$ cat src/rtl/pic_pkg.sv
package pic_pkg;

    localparam int PIC_LINES = 32;

    typedef enum logic [1:0] {
        PIC_LEVEL  = 2'd0,
        PIC_EDGE   = 2'd1,
        PIC_LEGACY = 2'd2
    } pic_variant_e;

    typedef struct packed {
        logic                 we;
        logic [PIC_LINES-1:0] data;
    } pic_wr_t;

    // Bits a software write asks to drop, per variant polarity.
    function automatic logic [PIC_LINES-1:0] clear_bits(pic_variant_e v, pic_wr_t w);
        if (!w.we)            return '0;
        if (v == PIC_EDGE)    return w.data;
        if (v == PIC_LEGACY)  return ~w.data;
        return '0;
    endfunction

    // Hardware set dominates software clear.
    function automatic logic [PIC_LINES-1:0] next_pending(
        logic [PIC_LINES-1:0] cur,
        logic [PIC_LINES-1:0] set,
        logic [PIC_LINES-1:0] clr);
        return (cur & ~clr) | set;
    endfunction

endpackage

$ cat src/rtl/pic_edge_detect.sv
module pic_edge_detect
    import pic_pkg::*;
(
    input  logic                 clk,
    input  logic                 rst,
    input  logic [PIC_LINES-1:0] lines,
    output logic [PIC_LINES-1:0] rise
);
    logic [PIC_LINES-1:0] prev_q;

    always_ff @(posedge clk) begin
        if (rst) prev_q <= '0;
        else     prev_q <= lines;
    end

    assign rise = lines & ~prev_q;
endmodule

$ cat src/rtl/pic_mask_reg.sv
module pic_mask_reg
    import pic_pkg::*;
(
    input  logic                 clk,
    input  logic                 rst,
    input  pic_wr_t              wr,
    output logic [PIC_LINES-1:0] mask
);
    always_ff @(posedge clk) begin
        if (rst)        mask <= '0;
        else if (wr.we) mask <= wr.data;
    end
endmodule

$ cat src/rtl/pic_status_bank.sv
module pic_status_bank
    import pic_pkg::*;
#(
    parameter pic_variant_e VARIANT = PIC_EDGE
) (
    input  logic                 clk,
    input  logic                 rst,
    input  logic [PIC_LINES-1:0] lines,
    input  pic_wr_t              wr,
    output logic [PIC_LINES-1:0] pending
);
    generate
        if (VARIANT == PIC_LEVEL) begin : g_level
            assign pending = lines;
        end else begin : g_latched
            logic [PIC_LINES-1:0] set_vec;
            logic [PIC_LINES-1:0] clr_vec;
            logic [PIC_LINES-1:0] pend_q;

            if (VARIANT == PIC_EDGE) begin : g_edge
                pic_edge_detect u_edge (
                    .clk   (clk),
                    .rst   (rst),
                    .lines (lines),
                    .rise  (set_vec)
                );
            end else begin : g_lvl_latch
                assign set_vec = lines;
            end

            assign clr_vec = clear_bits(VARIANT, wr);

            always_ff @(posedge clk) begin
                if (rst) pend_q <= '0;
                else     pend_q <= next_pending(pend_q, set_vec, clr_vec);
            end

            assign pending = pend_q;
        end
    endgenerate
endmodule

$ cat src/rtl/pic_ctrl.sv
module pic_ctrl
    import pic_pkg::*;
#(
    parameter pic_variant_e VARIANT = PIC_EDGE
) (
    input  logic                 clk,
    input  logic                 rst,
    input  logic [PIC_LINES-1:0] irq_lines,
    input  logic                 mask_we,
    input  logic [PIC_LINES-1:0] mask_wdata,
    output logic [PIC_LINES-1:0] mask_rdata,
    input  logic                 stat_we,
    input  logic [PIC_LINES-1:0] stat_wdata,
    output logic [PIC_LINES-1:0] stat_rdata,
    output logic                 irq_req
);
    pic_wr_t mask_wr;
    pic_wr_t stat_wr;
    logic [PIC_LINES-1:0] enabled;

    assign mask_wr = '{we: mask_we, data: mask_wdata};
    assign stat_wr = '{we: stat_we, data: stat_wdata};

    pic_mask_reg u_mask (
        .clk  (clk),
        .rst  (rst),
        .wr   (mask_wr),
        .mask (mask_rdata)
    );

    pic_status_bank #(.VARIANT(VARIANT)) u_stat (
        .clk     (clk),
        .rst     (rst),
        .lines   (irq_lines),
        .wr      (stat_wr),
        .pending (stat_rdata)
    );

    assign enabled = stat_rdata & mask_rdata;

    always_ff @(posedge clk) begin
        if (rst) irq_req <= 1'b0;
        else     irq_req <= |enabled;
    end
endmodule

$ cat config.mk
export PLATFORM = sky130hd
export DESIGN_NAME = pic_ctrl
export DESIGN_NICKNAME = d
export VERILOG_FILES = /design/src/rtl/pic_pkg.sv /design/src/rtl/pic_edge_detect.sv /design/src/rtl/pic_mask_reg.sv /design/src/rtl/pic_status_bank.sv /design/src/rtl/pic_ctrl.sv
export SDC_FILE = /design/constraint.sdc
export NUM_CORES = 1
export LEC_CHECK = 0
export BUFFER_PORTS_ARGS = -buffer_cell sky130_fd_sc_hd__buf_4
export CAP_MARGIN = 25
export CELL_PAD_IN_SITES_DETAIL_PLACEMENT = 0
export CELL_PAD_IN_SITES_GLOBAL_PLACEMENT = 1
export CORE_MARGIN = 1.5
export CORE_UTILIZATION = 30
export CTS_CLUSTER_SIZE = 10
export DETAILED_ROUTE_END_ITERATION = 7
export PLACE_DENSITY_LB_ADDON = 0.08
export SYNTH_ARGS = -nofsm -noshare
export SYNTH_HDL_FRONTEND = slang
export SYNTH_SLANG_ARGS = --single-unit
$ cat constraint.sdc
create_clock -name clk -period 1.1 [get_ports clk]
set_input_delay 0.055 -clock clk [delete_from_list [all_inputs] [get_ports clk]]
set_output_delay 0.055 -clock clk [all_outputs]
set_load 0.1 [all_outputs]
==> out/qor.yml <==
run_status:
  run_status: "finished with violations"
  violations: "negative setup slack"
worst_setup_path:
  crit_arrival_ps: 1440
  crit_buf_inv: 0
  reg2reg_depth: 3
  critPathTopFamily: "compound AO/OA/AOI/OAI gates"
  cp.depth: 3
  crit_required_ps: 1310
  cp_slowest_cell: "o41a_1"
  crit_fanout: 2
  cp_cell_sequence: "a22oi_2 > nand4_1 > o41a_1"
  start_kind: "flop"
  rrSetupSlack_ps: -130
  worst_setup_path_end_kind: "flop"
  path_class: "reg2reg"
  slowest_delay_ps: 430
global_route:
  grt_max_degree: 33
  antenna_found_initial: 0
  grt_pass1_vias: 3607
  grt_overflow: 0
  grt_pass1_wl_mm: 16.84
  grt_usage_pct: 18.55
clock_network:
  cts_max_level: 3
  cts_tree: "yes"
  clock_path_buffers: 2
  clock_insertion_delay_worst_skew_ps: 330
  clock-root-buffer: "clkbuf_16"
  path_clk_slew_ps: 60
  cts_made_buffers: 9
  cts_sinks: 97
placement:
  place_hpwl_mm: 8.074
  post-place-ws_ps: -176.2
  globalplace.congestion: 0.7680
  portBuffers: 164
layout:
  fillers: 927
  nNetsFinal: 752
  drive_gt1_share_pct: 49.92
  area_growth_pct: 99.71
  antenna_cells: 0
worst_hold_path:
  hold_path.class: "in2reg"
  hold_depth: 4
timing:
  report.final.slew_viol_count: 0
  period_share_pct: 111.4
  clock.fmax_mhz: 816.2
  setup_viol: 1
  max_slew.worst_pin.slew_ps: 285.8
  hold_viol_final: 0
  slew_headroom_pct: 80.94
  worst_slack_ps: -125.3
  clock_skew_ps: 3.303
  fin_crit_ps: 1225
  rsz0062_at_grt: "yes"
synthesis:
  synthFlopType: "dfxtp_1"
  synth_top_cells_by_area: "dfxtp_1 (56%), nor2b_1 (12%), mux2i_1 (9.3%), nor2_1 (7.0%), a21oi_1 (4.7%)"
  synth_most_common_cell: "dfxtp_1"
  synthArstFlopShare_pct: 0
  synthCells: 361
  mappedNetlistNets: 461
  synth_edf_count: 0
  synthTopCellsByCount: "dfxtp_1 (97), nor2_1 (64), nor2b_1 (64)"
  ys_ff_latch: 97
  avgSynthCellArea_um2: 9.538
  synth_top_area_share_pct: 56.40
  netlist.top_cell.by_area: "dfxtp_1"
  yosysSeqAreaShare_pct: 56.40
  synth_cell_type_count: 14
  yosysWarnings: 0
  synth_area_um2: 3443
drt:
  ant_nets: 0
  drc: 0
  drt_iter0_markers: 91
  vias: 3496
  wl_per_cell_um: 13.79
  vias_per_cell: 4.386
  wl_mm: 10.99
  first_pass_iters: 4
power_and_ir_drop:
  powerDensity_nw_per_um2: 1469
  p_seq_share_pct: 38.1
  power_mw: 10.10
  switching_power_mw: 3.138
  switching_share_pct: 31.06
  p_clk_share_pct: 33.2
  vdd_ir_drop_max_uv: 785.6
  intPower_mw: 6.964
  comb_power_share_pct: 28.8
  p_leak_nw: 3.166
floorplan:
  die_w_um: 110.1
  rows: 38
  die_area_um2: 12130
  start_util_pct: 31.22
  core_area_um2: 11030
  ios: 165
  die_h_um: 110.1
job:
  maxCapViolCount: 0
==> layout by cell type, fill, tap and decap left out <==
cell,instances
inv_4,1
dfxtp_1,33
bufinv_16,1
clkbuf_16,11
nand4_1,4
clkbuf_1,1
dfxtp_2,21
clkinv_2,1
dfxtp_4,43
mux2i_1,32
clkbuf_8,1
buf_12,9
buf_6,55
inv_1,1
a22oi_1,1
nor2b_1,64
o41a_1,1
nor2_1,64
a22oi_2,15
buf_4,164
buf_8,6
nand2_1,32
a21oi_1,32
dlygate4sd3_1,64
==> power groups by stage <==
stage | logic, mW | registers [mW] | clock network, mW
6_report | 2.91 | 3.85 | 3.35
5_1_grt | 3.05 | 3.87 | 3.61
4_1_cts | 2.88 | 3.84 | 3.46
3_5_place_dp | 2.56 | 3.91 | 0
3_3_place_gp | 2.56 | 3.90 | 0
2_1_floorplan | 0.417 | 5.11 | 0
==> stage by stage <==
| step | hold slack (ps) | utilization, % | area [um2] | cells | TNS, ps |
|---|---|---|---|---|---|
| after floorplan | 183.2 | - | 3631 | 361 | -162.1 |
| after global placement | 273.8 | 50.36 | 5555 | 718 | -154.9 |
| after detailed placement | 278.2 | 50.36 | 5555 | 718 | -176.2 |
| after CTS | 29.27 | 61.58 | 6793 | 797 | -123.1 |
| after global routing | 50.45 | 62.34 | 6877 | 797 | -140.3 |
| final | 40.85 | 62.34 | 6877 | 797 | -125.3 |
==> final timing paths <==
kind | start | end
max | u_mask.mask[15] | irq_req
min | stat_wdata[17] | u_stat.pending[17]
max reg2reg | u_mask.mask[15] | irq_req
min reg2reg | u_stat.g_latched.g_edge.u_edge.prev_q[5] | u_stat.pending[5]
==> kinds of logic after synthesis <==
family                 share of synthesized area [%]
multiplexers                                   9.302
flip-flops                                     56.40
AO/OA/AOI/OAI                                  8.757
buffers and inverters                          2.725
AND/OR/NAND/NOR                                22.82
==> layout make-up <==
cell class	count	area (um2)	share of cell area, %
clock buffer	13	292.8	4.258
clock inverter	3	41.29	0.6004
inverter	1	3.754	0.05459
multi-input combinational	245	1473	21.42
sequential	97	2130	30.97
tap	140	175.2	2.547
timing repair buffer	298	2761	40.16
==> worst register-to-register path: cells and delay by family, from the launching register on <==
kind             cells  cell delay (ps)
flip-flops           1              320
AND/OR/NAND/NOR      1              120
AO/OA/AOI/OAI        2              670
==> timing repair <==
action,4_1_cts,5_1_grt
setup endpoints to repair,65,7
buffers inserted,0,0
endpoints found under the hold margin,64,0
pin swaps,3,4
hold buffers,64,0
gates resized for setup,70,19
==> state kept, by name, indices dropped and copies added (netlist names) <==
signal	cells
u_stat.pending	32
u_stat.g_latched.g_edge.u_edge.prev_q	32
irq_req	1
u_mask.mask	32
==> layer usage <==
| metal | share of wire, % | up-vias | global-route usage [%] |
|---|---|---|---|
| li1 | - | 1776 | - |
| met1 | 41 | 1603 | 21.06 |
| met2 | 52 | 103 | 34.07 |
| met3 | 5.7 | 14 | 3.351 |
| met4 | 1.6 | 0 | 7.692 |
| met5 | 0 | - | 0 |
Note: power is estimated with default switching activity, not from simulation.
